### config.mk
export PLATFORM = sky130hd
export DESIGN_NAME = dlv_cpu_port
export DESIGN_NICKNAME = d
export VERILOG_FILES = /design/src/rtl/dlv_pkg.sv /design/src/rtl/dlv_pick.sv /design/src/rtl/dlv_attr_store.sv /design/src/rtl/dlv_cpu_port.sv
export SDC_FILE = /design/constraint.sdc
export NUM_CORES = 1
export LEC_CHECK = 0
export BUFFER_PORTS_ARGS = -buffer_cell sky130_fd_sc_hd__clkbuf_2
export CAP_MARGIN = 0
export CORE_MARGIN = 5
export CORE_UTILIZATION = 68
export CTS_BUF_LIST = sky130_fd_sc_hd__clkbuf_4 sky130_fd_sc_hd__clkbuf_8 sky130_fd_sc_hd__clkbuf_16
export DETAILED_ROUTE_END_ITERATION = 10
export GPL_ROUTABILITY_DRIVEN = 0
export GPL_TIMING_DRIVEN = 0
export HOLD_SLACK_MARGIN = 0.02
export PLACE_DENSITY = 0.87
export SLEW_MARGIN = 20
export SYNTH_ARGS = -nofsm -noshare
export SYNTH_HDL_FRONTEND = slang
export SYNTH_SLANG_ARGS = --single-unit
### constraint.sdc
create_clock -name clk -period 66.3 [get_ports clk]
set_clock_uncertainty 0.1 [all_clocks]
set_input_delay 13.26 -clock clk [delete_from_list [all_inputs] [get_ports clk]]
set_output_delay 13.26 -clock clk [all_outputs]
set_load 0.02 [all_outputs]
### src/rtl/dlv_pkg.sv
package dlv_pkg;

    localparam int PRIO_W = 5;
    localparam int VEC_W  = 8;
    localparam int TP_W   = 4;

    typedef logic [PRIO_W-1:0] prio_t;
    typedef logic [VEC_W-1:0]  vec_t;
    typedef logic [TP_W-1:0]   tp_t;

    // attributes captured from an accepted offer
    typedef struct packed {
        prio_t prio;
        vec_t  vec;
        logic  level;
    } src_attr_t;

    // outcome of an acknowledge read
    typedef enum logic [1:0] {
        ACK_EMPTY,
        ACK_STALE,
        ACK_TAKE
    } ack_kind_t;

    // priority passes the threshold only when strictly above it
    function automatic logic above_tp(prio_t p, tp_t t);
        return p > prio_t'(t);
    endfunction

    // a candidate is visible over a set whose best entry is 'best'
    function automatic logic beats(prio_t cand, logic best_found, prio_t best, logic allow_equal);
        if (!best_found) return 1'b1;
        return allow_equal ? (cand >= best) : (cand > best);
    endfunction

endpackage

### src/rtl/dlv_pick.sv
module dlv_pick
    import dlv_pkg::*;
#(
    parameter int N_SRC = 8,
    localparam int IDX_W = (N_SRC > 1) ? $clog2(N_SRC) : 1
) (
    input  logic [N_SRC-1:0] mask,
    input  prio_t            prio [N_SRC],
    output logic             found,
    output logic [IDX_W-1:0] idx,
    output prio_t            best
);

    // strictly-greater scan from index 0: ties keep the lower index
    always_comb begin
        found = 1'b0;
        idx   = '0;
        best  = '0;
        for (int i = 0; i < N_SRC; i++) begin
            if (mask[i] && (!found || prio[i] > best)) begin
                found = 1'b1;
                idx   = IDX_W'(i);
                best  = prio[i];
            end
        end
    end

endmodule

### src/rtl/dlv_attr_store.sv
module dlv_attr_store
    import dlv_pkg::*;
#(
    parameter int N_SRC = 8,
    localparam int IDX_W = (N_SRC > 1) ? $clog2(N_SRC) : 1
) (
    input  logic             clk,
    input  logic             rst,
    input  logic             wr_en,
    input  logic [IDX_W-1:0] wr_idx,
    input  src_attr_t        wr_attr,
    output src_attr_t        attr [N_SRC],
    output prio_t            prio [N_SRC]
);

    for (genvar g = 0; g < N_SRC; g++) begin : g_ent
        src_attr_t ent_q;

        always_ff @(posedge clk) begin
            if (rst) begin
                ent_q <= '0;
            end else if (wr_en && wr_idx == IDX_W'(g)) begin
                ent_q <= wr_attr;
            end
        end

        assign attr[g] = ent_q;
        assign prio[g] = ent_q.prio;
    end

endmodule

### src/rtl/dlv_cpu_port.sv
module dlv_cpu_port
    import dlv_pkg::*;
#(
    parameter int   N_SRC    = 8,
    parameter vec_t SPUR_VEC = 8'hFF,
    parameter tp_t  TP_RESET = 4'hF,
    localparam int  IDX_W    = (N_SRC > 1) ? $clog2(N_SRC) : 1
) (
    input  logic             clk,
    input  logic             rst,
    input  logic             offer_valid,
    input  logic [IDX_W-1:0] offer_idx,
    input  logic [PRIO_W-1:0] offer_prio,
    input  logic [VEC_W-1:0] offer_vec,
    input  logic             offer_level,
    input  logic [N_SRC-1:0] src_active,
    input  logic             ack_rd,
    output logic [VEC_W-1:0] ack_vec,
    input  logic             eoi_wr,
    input  logic             tp_wr,
    input  logic [TP_W-1:0]  tp_wdata,
    output logic [TP_W-1:0]  tp_rdata,
    output logic             irq_out,
    output logic             act_set_valid,
    output logic [IDX_W-1:0] act_set_idx,
    output logic             act_clr_valid,
    output logic [IDX_W-1:0] act_clr_idx
);

    // ---------------- state ----------------
    logic [N_SRC-1:0] raised_q, serv_q;
    logic             irq_q;
    tp_t              tp_q;

    src_attr_t attr [N_SRC];
    prio_t     prio [N_SRC];

    // ---------------- stage 1: acknowledge ----------------
    logic             a_found;
    logic [IDX_W-1:0] a_idx;
    prio_t            a_best;
    ack_kind_t        a_kind;
    src_attr_t        a_attr;
    logic [N_SRC-1:0] raised1, serv1;
    logic             irq1;

    dlv_pick #(.N_SRC(N_SRC)) u_pick_ack (
        .mask(raised_q), .prio(prio), .found(a_found), .idx(a_idx), .best(a_best)
    );

    assign a_attr = attr[a_idx];

    always_comb begin
        if (!a_found)
            a_kind = ACK_EMPTY;
        else if (!src_active[a_idx] || !above_tp(a_best, tp_q))
            a_kind = ACK_STALE;
        else
            a_kind = ACK_TAKE;
    end

    always_comb begin
        raised1 = raised_q;
        serv1   = serv_q;
        if (ack_rd && a_found) begin
            raised1[a_idx] = 1'b0;
            if (a_kind == ACK_TAKE)
                serv1[a_idx] = 1'b1;
        end
    end

    assign irq1          = ack_rd ? 1'b0 : irq_q;
    assign ack_vec       = (a_kind == ACK_TAKE) ? a_attr.vec : SPUR_VEC;
    assign act_clr_valid = ack_rd && a_found && (a_kind == ACK_STALE || !a_attr.level);
    assign act_clr_idx   = a_idx;

    // ---------------- stage 2: end of interrupt ----------------
    logic             e_found;
    logic [IDX_W-1:0] e_idx;
    prio_t            e_best;
    logic [N_SRC-1:0] serv2;

    dlv_pick #(.N_SRC(N_SRC)) u_pick_eoi (
        .mask(serv1), .prio(prio), .found(e_found), .idx(e_idx), .best(e_best)
    );

    always_comb begin
        serv2 = serv1;
        if (eoi_wr && e_found)
            serv2[e_idx] = 1'b0;
    end

    // best pending after the acknowledge, best in service after the retire
    logic             r_found, s_found;
    logic [IDX_W-1:0] r_idx, s_idx;
    prio_t            r_best, s_best;

    dlv_pick #(.N_SRC(N_SRC)) u_pick_rais (
        .mask(raised1), .prio(prio), .found(r_found), .idx(r_idx), .best(r_best)
    );

    dlv_pick #(.N_SRC(N_SRC)) u_pick_serv (
        .mask(serv2), .prio(prio), .found(s_found), .idx(s_idx), .best(s_best)
    );

    logic eoi_raise, irq2;
    assign eoi_raise = eoi_wr && r_found && beats(r_best, s_found, s_best, 1'b0);
    assign irq2      = irq1 | eoi_raise;

    // ---------------- stage 3: offer ----------------
    logic offer_ok, offer_raise;
    logic [N_SRC-1:0] raised_d;

    assign offer_ok    = offer_valid && above_tp(offer_prio, tp_q) && !raised1[offer_idx];
    assign offer_raise = offer_ok
                       && beats(offer_prio, r_found, r_best, 1'b1)
                       && beats(offer_prio, s_found, s_best, 1'b0);

    always_comb begin
        raised_d = raised1;
        if (offer_ok)
            raised_d[offer_idx] = 1'b1;
    end

    assign act_set_valid = offer_ok;
    assign act_set_idx   = offer_idx;

    src_attr_t offer_attr;
    assign offer_attr = '{prio: offer_prio, vec: offer_vec, level: offer_level};

    dlv_attr_store #(.N_SRC(N_SRC)) u_store (
        .clk(clk), .rst(rst), .wr_en(offer_ok), .wr_idx(offer_idx),
        .wr_attr(offer_attr), .attr(attr), .prio(prio)
    );

    // ---------------- registers ----------------
    always_ff @(posedge clk) begin
        if (rst) begin
            raised_q <= '0;
            serv_q   <= '0;
            irq_q    <= 1'b0;
            tp_q     <= TP_RESET;
        end else begin
            raised_q <= raised_d;
            serv_q   <= serv2;
            irq_q    <= irq2 | offer_raise;
            if (tp_wr)
                tp_q <= tp_wdata;
        end
    end

    assign irq_out  = irq_q;
    assign tp_rdata = tp_q;

endmodule

[Word level (Yosys, flattened, before mapping)]
Index checks and enable logic that the tools add are counted.
Word-level totals
  bits of input ports: 35
  output and inout port bits: 21
  flip-flop bits (word level): 133
  logic and storage cells: 299
Operators by class
  reductions and logical operators: 111
  $lt $le $gt $ge: 40
  mux-type cells: 102
  equality and inequality tests: 9
  bitwise operators: 9
Operator list (number)
  2-to-1 mux 5 bit: 31
  greater-than comparator 5 bit: 30
  logical AND 1 bit: 48
  2-to-1 mux 8 bit: 6
  2-to-1 mux 1 bit: 43
  binary-select mux 14 bit (select 3 bit): 1
  logical NOT 1 bit: 32
  logical OR 1 bit: 30
  2-to-1 mux 3 bit: 8
  2-to-1 mux 9 bit: 2
  AND 8 bit: 2
  inverter 8 bit: 2
  OR 8 bit: 2
  equality test 3 bit, second input constant: 4
  less-than comparator 3 x 4 -> 1 bit, second input constant: 3
  2-to-1 mux 2 bit: 6
  greater-than comparator 5 x 4 -> 1 bit: 2
  demux 1 bit (select 3 bit): 3
  >= comparator 3 x 1 -> 1 bit, second input constant: 3
  binary-select mux 1 bit (select 3 bit): 2
  equality test 3 x 2 -> 1 bit, second input constant: 2
  >= comparator 5 bit: 1
  >= comparator 4 bit, second input constant: 1
  inverter 3 -> 4 bit: 1
  5 further kinds: 6

[Logic depth before layout (Yosys ltp)]
Gate-level depths: netlist of the first run.
  word-level depth: 108
  gate-level depth with buffers: 227
  gate-level depth less buffers: 215

[By module]
A second synthesis of the first run with hierarchy kept.
Unflattened totals
  cells, all modules: 1620
  area, all modules: 13744.4 sq um
Modules (own cells, without submodules)
  dlv_attr_store: area an instance 4765.8 sq um, cells each 444, instances 1
  dlv_pick (u_pick_eoi ...): area an instance 1750.4 sq um, cells each 234, instances 2
  dlv_cpu_port: area an instance 2347.3 sq um, cells each 263, instances 1
  dlv_pick (u_pick_ack): area an instance 1582.8 sq um, cells each 228, instances 1
  dlv_pick (u_pick_serv): area an instance 1547.7 sq um, cells each 217, instances 1

[Least setup slack after synthesis of the first run]
No wires, ideal clock.
  path kind: input -> register
  start point: input ack_rd
  end point: register irq_q, in the netlist irq_out
  required time: 66.083 ns
  data arrival time: 37.295 ns
  setup time: 0.117 ns
  cell stages on the path: 163
  setup slack: 28.787 ns
  buffers on the path: 4
  path through: o21a_1 > nand4_1 > or2_1 > nor2_1 > a21o_1 > nand2_1 > ha_1 > nor2b_1 > o21a_1 > o21ai_0 > nand2b_1 > a21oi_1 > a31oi_1 > o21ai_1 > nand3_1 > o21ai_0 > inv_1 > ha_1 > [127 not listed] > or2_1 > ha_1 > nor2b_1 > o21ai_0 > a32oi_1 > inv_1 > a31oi_1 > o21ba_2 > or2_1 > o31a_1 > ha_1 > nand2_1 > nor2_1 > o21ai_0 > nand2b_1 > a211oi_1 > o31ai_1 > a32o_1
On the way
  longest elaborated chain between the ends: 72
Ends and longest elaborated chain
  start: declaration: RTL line dlv_cpu_port.sv:17  | input logic ack_rd,
  logical AND 1 bit: RTL line dlv_cpu_port.sv:65  | if (ack_rd && a_found) begin
  2-to-1 mux 8 bit: RTL line dlv_cpu_port.sv:65
  2-to-1 mux 5 bit or 2-to-1 mux 1 bit (tied branches): RTL line dlv_pick.sv:20  | if (mask[i] && (!found || prio[i] > best)) begin
  greater-than comparator 5 bit or logical NOT 1 bit (tied branches): RTL line dlv_pick.sv:20
  logical OR 1 bit: RTL line dlv_pick.sv:20
  logical AND 1 bit: RTL line dlv_pick.sv:20
  2-to-1 mux 5 bit or 2-to-1 mux 1 bit (tied branches): RTL line dlv_pick.sv:20
  greater-than comparator 5 bit or logical NOT 1 bit (tied branches): RTL line dlv_pick.sv:20
  [56 not listed]
  logical OR 1 bit: RTL line dlv_pick.sv:20
  logical AND 1 bit: RTL line dlv_pick.sv:20
  2-to-1 mux 5 bit: RTL line dlv_pick.sv:20
  greater-than comparator 5 bit: RTL line dlv_pkg.sv:33  | return allow_equal ? (cand >= best) : (cand > best);
  2-to-1 mux 1 bit: RTL line dlv_pkg.sv:33
  logical AND 1 bit: RTL line dlv_cpu_port.sv:107  | assign eoi_raise = eoi_wr && r_found && beats(r_best, s_found, s_best, 1'b0);
  OR 1 bit: RTL line dlv_cpu_port.sv:108  | assign irq2 = irq1 | eoi_raise;
  OR 1 bit (*): RTL line dlv_cpu_port.sv:146  | irq_q <= irq2 | offer_raise;
  end signal: assignment: RTL line dlv_cpu_port.sv:146
  end: declaration: RTL line dlv_cpu_port.sv:32  | logic irq_q;
Every way passes the cells marked *; elsewhere a longest branch is shown, timed or not. The select of a mux whose other input is x is not followed.
A chain may end at the register's enable or synchronous reset.

[Worst setup path after layout of the first run]
  start point: register raised_q[0]
  end point: register irq_q, in the netlist irq_out
On the way
  longest elaborated chain between the ends: 108
Ends and longest elaborated chain
  start: declaration: RTL line dlv_cpu_port.sv:31  | logic [N_SRC-1:0] raised_q, serv_q;
  start signal: assignment: RTL line dlv_cpu_port.sv:144  | raised_q <= raised_d;
  2-to-1 mux 5 bit or 2-to-1 mux 1 bit (tied branches): RTL line dlv_pick.sv:20
  greater-than comparator 5 bit or logical NOT 1 bit (tied branches): RTL line dlv_pick.sv:20
  logical OR 1 bit: RTL line dlv_pick.sv:20
  logical AND 1 bit: RTL line dlv_pick.sv:20
  2-to-1 mux 5 bit or 2-to-1 mux 1 bit (tied branches): RTL line dlv_pick.sv:20
  greater-than comparator 5 bit or logical NOT 1 bit (tied branches): RTL line dlv_pick.sv:20
  logical OR 1 bit: RTL line dlv_pick.sv:20
  logical AND 1 bit: RTL line dlv_pick.sv:20
  [92 not listed]
  logical OR 1 bit: RTL line dlv_pick.sv:20
  logical AND 1 bit: RTL line dlv_pick.sv:20
  2-to-1 mux 5 bit: RTL line dlv_pick.sv:20
  greater-than comparator 5 bit: RTL line dlv_pkg.sv:33
  2-to-1 mux 1 bit: RTL line dlv_pkg.sv:33
  logical AND 1 bit: RTL line dlv_cpu_port.sv:107
  OR 1 bit: RTL line dlv_cpu_port.sv:108
  OR 1 bit (*): RTL line dlv_cpu_port.sv:146
Marked as above.

==> impl_metrics.toml, run 1 <==
[worst_setup_path]
max_stage_delay_ns = 0.65
cp_slowest_cell = "nor4b_1"
end_kind = "flip-flop"
path_class = "flip-flop to flip-flop"
critPathArrivalTime_ns = 43.51
path_max_fanout = 10
reg2reg_slack_ns = 23.06
crit_top_cell = "o21ai_0"
worstSetupStartpointType = "flip-flop"
cp.required_ns = 66.57

[synthesis]
synthFlopType = "dfxtp_1"
synthAdderAreaFrac = 0.169
syn_inst = 1538
ys_types = 87
synth_compound_area_frac = 0.225
syn_nets = 1732
synth_xor_area_frac = 0.00148
async_reset_ff_frac = 0
synth_area_leaders = "dfxtp_1, ha_1, mux2i_1"
synth_area_sq_um = 11900
yosysTopAreaCell = "dfxtp_1"
synth_seq_area_share = 0.224
ys_warn_count = 0
avgSynthCellArea_sq_um = 7.71
synth_top_family_by_area = "compound AO/OA/AOI/OAI gates"
yosysMostFrequentCell = "nand2_1"
yosysTopAreaCellShare = 0.224
synth_common_cells = "nand2_1, a21oi_1, ha_1"
synth-seq-cells = 133
synth_edf_count = 0
synth-simple-area-share = 0.212
synth.mux.area_fraction = 0.116

[finish]
n_antenna_cell = 0
syn_to_final_growth_pct = 9.03
drive_gt1_frac = 0.0986
multi_input_area_sq_um = 8570
nNetsFinal = 1793
nFillCells = 1211
seqCellArea_sq_um = 2660

[routing]
ant_nets = 0
drcViolationCount = 0
route.vias.total = 12200
wl_per_cell_um = 19.8
firstDrtPassIters = 6
vias_per_cell = 6.63
drtIter0Drc = 1427
wl_um = 36400

[die]
io_pins = 56
dieArea_sq_um = 20200
start_util = 0.688
coreArea_sq_um = 17200
die_height_um = 142
die_x_um = 142
num_rows = 48

[grt]
track_usage = 0.357
grt_max_degree = 17
overflow = 0
antenna_found_initial = 0
grt_pass1_vias = 11600
grt_pass1_wl_um = 58300

[cts]
post_cts_buffers = 0
hold_buffers = 0
numCtsBuffers = 17
path_clk_slew_ns = 0.06
cts_max_level = 4
cts_sinks = 133
cts-root-buf = "clkbuf_16"
clk_path_buf_depth = 2
postCtsResizedCells = 0
cts_tree = "yes"
insertion_delay_ns = 0.43

[pwr]
irDropWorstVdd_mv = 0.0290
finalPower_mw = 0.213
p_per_area_nw_per_um2 = 16.5
leakagePower_nw = 5.46

[timing]
slew_viol_final = 0
rsz0062_at_grt = "no"
setup_viol = 0
period_needed_ns = 43.24
fin_crit_sh = 0.652
slew_headroom = 0.352
tightest_slew_ns = 0.962
report.final.hold_viol_count = 0
tns_ns = 0
fmax_mhz = 23.1

[flow_run]
cap_violations = 0

[place]
hpwl_um = 27800
io_buffers = 42

[outcome]
outcome = "finished clean"

[worst_hold_path]
hold_path_class = "flip-flop to flip-flop"
==> per-layer routing <==
layer / wire, um / part of all wire / GRT usage / vias to the layer above
met1: 14100 / 0.39 / 0.454 / 5642
li1: - / - / - / 5649
met5: 0 / 0 / 0 / -
met4: 1730 / 0.047 / 0.177 / 0
met3: 3890 / 0.11 / 0.0615 / 134
met2: 16700 / 0.46 / 0.586 / 759
==> path summary, 6_finish.rpt <==
kind,from,to,cells after the start
worst min register to register,u_store.attr[58],u_store.attr[58],2
worst max register to register,raised_q[0],irq_out,218
worst max-delay path,raised_q[0],irq_out,218
worst min-delay path,u_store.attr[58],u_store.attr[58],2
==> power breakdown <==
part           internal (mW)  switching [mW]  leakage [nW]
registers             0.0815         0.00188          1.08
clock network         0.0531          0.0397         0.276
logic                 0.0131          0.0237          4.11
==> registers in the layout, summed over array words and instances, names as in the netlist <==
name,flops
tp_rdata,4
raised_q,8
serv_q,8
irq_out,1
u_store.attr,112
==> stage by stage <==
stage | setup WS [ns] | hold WS, ns | area [sq um] | cells | utilization
after floorplan | 28.79 | 0.332 | 11900 | 1538 | -
after global routing | 20.48 | 0.373 | 12900 | 1837 | 0.750
final | 23.06 | 0.356 | 12900 | 1837 | 0.750
after CTS | 24.21 | 0.355 | 12900 | 1837 | 0.750
after global placement | 25.08 | 0.339 | 12400 | 1805 | 0.717
after detailed placement | 24.27 | 0.346 | 12400 | 1805 | 0.717
==> critical path: cells and delay by family (launching register included) <==
kind / cells / cell delay, ns
AO/OA/AOI/OAI: 104 / 20.33
buffers and inverters: 24 / 4.47
flip-flops: 1 / 0.32
adder cells (fa/ha/maj): 24 / 7.08
AND/OR/NAND/NOR: 60 / 8.62
multiplexers: 6 / 2.20
==> placed cells by master (no fill, tap or decap), types with 5 or more instances in the layout <==
master     synthesis  routed
nand2_1          182     182
a21oi_1          159     159
ha_1             159     159
nor2_1           150     150
dfxtp_1          133     133
mux2i_1           92      92
inv_1             90      90
o21ai_0           82      82
clkbuf_1          47      47
clkbuf_2           0      42
nor2b_1           41      41
mux2_2            32      32
nand2b_1          30      30
nand3_1           28      28
o21a_1            22      22
o22ai_1           21      21
a31oi_1           20      20
nor3_1            19      19
and3_1            18      18
clkbuf_16          0      17
a21o_1            14      14
and2_1            11      11
o21ai_1           10      10
or3_1             10      10
buf_1             10      10
nand4_1            8       8
a22oi_1            8       8
o31ai_1            7       7
a31o_2             6       6
o211ai_1           6       6
a41oi_1            5       5
or2_2              5       5
or2_1              5       5
o31a_1             5       5
inv_6              0       5
==> final cells by class <==
type | count | share of cell area
multi-input cells | 1248 | 0.663
flip-flops and latches | 133 | 0.206
clock buffers | 18 | 0.0335
inverters | 91 | 0.0266
plain buffers | 66 | 0.0222
well taps | 225 | 0.0218
repair buffers | 42 | 0.0163
clock inverters | 14 | 0.0113
==> logic make-up after synthesis <==
group,after synthesis
flops,133
fa+ha+maj,160
simple gates,531
buf+inv,157
mux,129
compound gates,426
xor+xnor,2
(Power assumes the default switching activity.)
==> inputs of run 2 (changes only) <==
--- a/config.mk
+++ b/config.mk
@@ -8,13 +8,13 @@
 export BUFFER_PORTS_ARGS = -buffer_cell sky130_fd_sc_hd__clkbuf_2
 export CAP_MARGIN = 0
 export CORE_MARGIN = 5
-export CORE_UTILIZATION = 68
+export CORE_UTILIZATION = 64
 export CTS_BUF_LIST = sky130_fd_sc_hd__clkbuf_4 sky130_fd_sc_hd__clkbuf_8 sky130_fd_sc_hd__clkbuf_16
 export DETAILED_ROUTE_END_ITERATION = 10
 export GPL_ROUTABILITY_DRIVEN = 0
 export GPL_TIMING_DRIVEN = 0
 export HOLD_SLACK_MARGIN = 0.02
-export PLACE_DENSITY = 0.87
+export PLACE_DENSITY = 0.83
 export SLEW_MARGIN = 20
 export SYNTH_ARGS = -nofsm -noshare
 export SYNTH_HDL_FRONTEND = slang
==> constraint.sdc (replaced) <==
create_clock -name clk -period 43.9 [get_ports clk]
set_clock_uncertainty 0.1 [all_clocks]
set_input_delay 8.78 -clock clk [delete_from_list [all_inputs] [get_ports clk]]
set_output_delay 8.78 -clock clk [all_outputs]
set_load 0.02 [all_outputs]
==> run 2 against run 1 <==
Global-route usage shrank 2.9 points. Register-to-register slack lost 20 ns. Die area grew 5.8%. Final cell count grew 0.11%. Combinational power grew 51%. Critical path depth grew 2. Wire length shrank 1.1%. Sequential power grew 51%. Setup slack lost 20 ns. Utilization shrank 3.1 points. Fmax grew 6.1%.
==> impl_metrics.toml, run 2 (same netlist as run 1, synthesis figures left out) <==
[timing]
setup_viol = 0
finalHoldWorstSlack_ns = 0.353
slew_headroom = 0.396
slew_viol_final = 0
tightest_slew_ns = 0.898
fin_crit_sh = 0.928
period_needed_ns = 40.76
fmax_mhz = 24.5
report.final.hold_viol_count = 0
timing.final.ws_setup_ns = 3.14
tns_ns = 0

[worst_setup_path]
crit_path_start = "raised_q[0]"
cp.required_ns = 44.11
reg2reg_from = "raised_q[0]"
reg2reg_slack_ns = 3.14
reg2reg_depth = 220
critPathArrivalTime_ns = 40.97
path_class = "flip-flop to flip-flop"
max_stage_delay_ns = 0.41
end_kind = "flip-flop"
path_max_fanout = 19
cp_top_family = "compound AO/OA/AOI/OAI gates"
cp_num_buf_inv = 22
reg2reg_to = "irq_out"
worstSetupStartpointType = "flip-flop"
cp_slowest_cell = "o21a_1"

[cts]
insertion_delay_ns = 0.42
cts_max_level = 4
path_clk_slew_ns = 0.06
post_cts_buffers = 0
cts-root-buf = "clkbuf_16"
postCtsResizedCells = 0
numCtsBuffers = 17
cts_tree = "yes"
cts_sinks = 133
clk_path_buf_depth = 2
hold_buffers = 0

[finish]
final_util = 0.719
n_antenna_cell = 0
nFillCells = 1453
syn_to_final_growth_pct = 9.63
largest_reg_flops = 112
finalInstanceArea_sq_um = 13000
seqCellArea_sq_um = 2660
drive_gt1_frac = 0.105
layout_commonest_cell = "nand2_1"
mostFrequentLayoutCells = "nand2_1, a21oi_1, ha_1, nor2_1, dfxtp_1"
nNetsFinal = 1791
multi_input_area_sq_um = 8620
fin_cells = 1839

[worst_hold_path]
holdCritStartpoint = "u_store.attr[70]"
whs_endpoint = "u_store.attr[70]"
hold_depth = 2
hold_path_class = "flip-flop to flip-flop"

[pwr]
finalPower_mw = 0.326
leakagePower_nw = 5.51
p_per_area_nw_per_um2 = 25.1
irDropWorstVdd_mv = 0.0350

[place]
place_area_sq_um = 12400
hpwl_um = 28000
pre_cts_slack_ns = 2.10
dp_cells = 1809
io_buffers = 42

[die]
io_pins = 56
start_util = 0.656
die_x_um = 146
coreArea_sq_um = 18100
dieArea_sq_um = 21400
num_rows = 49
die_height_um = 146

[routing]
firstDrtPassIters = 8
wl_um = 36100
route.vias.total = 11900
drtIter0Drc = 1112
vias_per_cell = 6.49
ant_nets = 0
drcViolationCount = 0
wl_per_cell_um = 19.6

[outcome]
outcome = "finished clean"

[flow_run]
cap_violations = 0

[grt]
grt_pass1_vias = 11500
antenna_found_initial = 0
grt_max_degree = 17
overflow = 0
track_usage = 0.328
grt_pass1_wl_um = 57900
run 2: area by class of cell:
type,count,share of cell area
clock inverter,14,0.0127
timing repair buffer,42,0.0162
inverter,91,0.0265
buffer,64,0.0220
clock buffer,18,0.0333
tap,229,0.0220
multi-input combinational,1248,0.663
sequential,133,0.205
run 2: worst max path at each step:
stage	slack, ns	cells past startpoint	to
floorplan	8.73	222	irq_out
global placement	3.09	220	irq_out
detailed placement	2.10	221	irq_out
CTS	1.85	221	irq_out
global route	-0.05	220	irq_out
finish	3.14	220	irq_out
run 2: report_power, final:
part	internal (mW)	leakage, nW	switching (mW)	total, mW
clock network	0.0861	0.299	0.0588	0.145
registers	0.123	1.08	0.00281	0.126
logic	0.0198	4.13	0.0355	0.0554
run 2: worst reg2reg max path: cells and delay by family (launching register included):
family,cells,cell delay (ns)
fa+ha+maj,24,7.20
flops,1,0.34
simple gates,60,7.58
buf+inv,22,3.17
mux,5,1.65
compound gates,109,20.56
run 2: layer usage:
metal / vias up / wire length (um) / track usage
met5: - / 0 / 0
met4: 0 / 1410 / 0.139
met3: 104 / 3250 / 0.0508
met2: 599 / 16600 / 0.538
met1: 5599 / 14800 / 0.431
li1: 5636 / - / -
==> inputs of run 3 (changes only) <==
--- a/config.mk
+++ b/config.mk
@@ -5,7 +5,7 @@
 export SDC_FILE = /design/constraint.sdc
 export NUM_CORES = 1
 export LEC_CHECK = 0
-export BUFFER_PORTS_ARGS = -buffer_cell sky130_fd_sc_hd__clkbuf_2
+export BUFFER_PORTS_ARGS = -buffer_cell sky130_fd_sc_hd__buf_4
 export CAP_MARGIN = 0
 export CORE_MARGIN = 5
 export CORE_UTILIZATION = 64
@@ -15,6 +15,7 @@
 export GPL_TIMING_DRIVEN = 0
 export HOLD_SLACK_MARGIN = 0.02
 export PLACE_DENSITY = 0.83
+export RECOVER_POWER = 25
 export SLEW_MARGIN = 20
 export SYNTH_ARGS = -nofsm -noshare
 export SYNTH_HDL_FRONTEND = slang
==> run 3 against run 2 <==
Critical path depth fell by 2. First-iteration DRC count grew 7.6%. Die area unchanged. Setup slack better by 0.22 ns. Combinational power up 2%. Fmax increased by 0.55%. Design area up 0.77%. Register-to-register slack better by 0.22 ns. Global-route usage up 0.087 points. Final cell count about the same. Critical path type unchanged. Critical endpoint unchanged. Largest power group unchanged.
==> impl_metrics.toml, run 3 (same netlist as run 1, synthesis figures left out) <==
[outcome]
outcome = "finished clean"

[grt]
grt_max_degree = 17
overflow = 0
antenna_found_initial = 0
track_usage = 0.329
grt_pass1_wl_um = 58000
grt_pass1_vias = 11500

[place]
io_buffers = 42
hpwl_um = 28000

[cts]
cts_max_level = 4
path_clk_slew_ns = 0.07
hold_buffers = 0
cts-root-buf = "clkbuf_16"
numCtsBuffers = 17
cts_sinks = 133
cts_tree = "yes"
insertion_delay_ns = 0.43
clk_path_buf_depth = 2

[worst_setup_path]
worstSetupStartpointType = "flip-flop"
reg2reg_depth = 218
cp_slowest_cell = "mux2_2"
critPathArrivalTime_ns = 40.76
reg2reg_to = "irq_out"
reg2reg_from = "raised_q[0]"
end_kind = "flip-flop"
max_stage_delay_ns = 0.40
path_max_fanout = 19
reg2reg_slack_ns = 3.37
cp.required_ns = 44.13
path_class = "flip-flop to flip-flop"

[routing]
wl_per_cell_um = 19.8
wl_um = 36500
drcViolationCount = 0
drtIter0Drc = 1196
firstDrtPassIters = 6
route.vias.total = 12000
vias_per_cell = 6.54
ant_nets = 0

[finish]
n_antenna_cell = 0
final_util = 0.725
drive_gt1_frac = 0.102
syn_to_final_growth_pct = 10.5
nFillCells = 1405
multi_input_area_sq_um = 8620
mostFrequentLayoutCells = "nand2_1, a21oi_1, ha_1, nor2_1, dfxtp_1"
nNetsFinal = 1792
layout_commonest_cell = "nand2_1"
largest_reg_flops = 112
seqCellArea_sq_um = 2660

[timing]
fin_crit_sh = 0.923
slew_viol_final = 0
period_needed_ns = 40.53
slew_headroom = 0.327
tightest_slew_ns = 0.998
report.final.hold_viol_count = 0
fmax_mhz = 24.7
setup_viol = 0
finalHoldWorstSlack_ns = 0.353

[pwr]
leakagePower_nw = 5.52
p_per_area_nw_per_um2 = 25.1
irDropWorstVdd_mv = 0.0366
finalPower_mw = 0.329

[die]
coreArea_sq_um = 18100
start_util = 0.656
io_pins = 56
die_x_um = 146
dieArea_sq_um = 21400
num_rows = 49
die_height_um = 146

[worst_hold_path]
hold_path_class = "flip-flop to flip-flop"
holdCritStartpoint = "u_store.attr[70]"
whs_endpoint = "u_store.attr[70]"
hold_depth = 2

[flow_run]
cap_violations = 0
## run 3: how the worst max path moves through the flow
stage | from | endpoint | slack [ns]
2_1_floorplan | raised_q[0] | irq_out | 8.73
3_5_place_dp | raised_q[0] | irq_out | 2.04
5_1_grt | raised_q[0] | irq_out | -0.03
6_report | raised_q[0] | irq_out | 3.37
4_1_cts | raised_q[0] | irq_out | 1.89
3_3_place_gp | raised_q[0] | irq_out | 3.11
## run 3: cell type report
| cell class | count | share of cell area |
|---|---|---|
| Multi-Input combinational cell | 1248 | 0.657 |
| Clock inverter | 15 | 0.0141 |
| Timing Repair Buffer | 42 | 0.0226 |
| Tap cell | 229 | 0.0219 |
| Clock buffer | 17 | 0.0325 |
| Buffer | 65 | 0.0221 |
| Inverter | 91 | 0.0263 |
| Sequential cell | 133 | 0.203 |
## run 3: worst max-delay path: cells and delay by family (launching register included)
family	cells	cell delay, ns
AOI/OAI and AO/OA	106	20.01
adders and majority gates	24	7.07
buffers and inverters	23	3.45
DFF	1	0.33
muxes	5	1.69
and+or+nand+nor	60	7.77
## run 3: report_power, final
group          switching, mW  total (mW)  internal (mW)
clock network         0.0643       0.147         0.0822
registers            0.00284       0.126          0.123
logic                 0.0357      0.0566         0.0209
total                  0.103       0.329          0.226
## run 3: per-stage QoR
| stage | TNS [ns] | setup slack (ns) | area (sq um) | instances |
|---|---|---|---|---|
| finish | 0 | 3.37 | 13100 | 1840 |
| detailed placement | 0 | 2.04 | 12500 | 1809 |
| CTS | 0 | 1.89 | 13100 | 1841 |
| global placement | 0 | 3.11 | 12500 | 1809 |
| floorplan | 0 | 8.73 | 11900 | 1538 |
| global route | -0.0258 | -0.0258 | 13100 | 1840 |
## run 3: routing by layer
metal	global-route usage	wire, um	vias to the layer above
met2	0.545	16900	627
met4	0.133	1430	0
li1	-	-	5662
met3	0.0524	3460	121
met5	0	0	-
met1	0.429	14700	5618
## run 3: repair_timing
item                                    in CTS  in global routing
setup buffers                                0                  0
resized for setup                            0                 23
endpoints found under the setup margin       0                  1
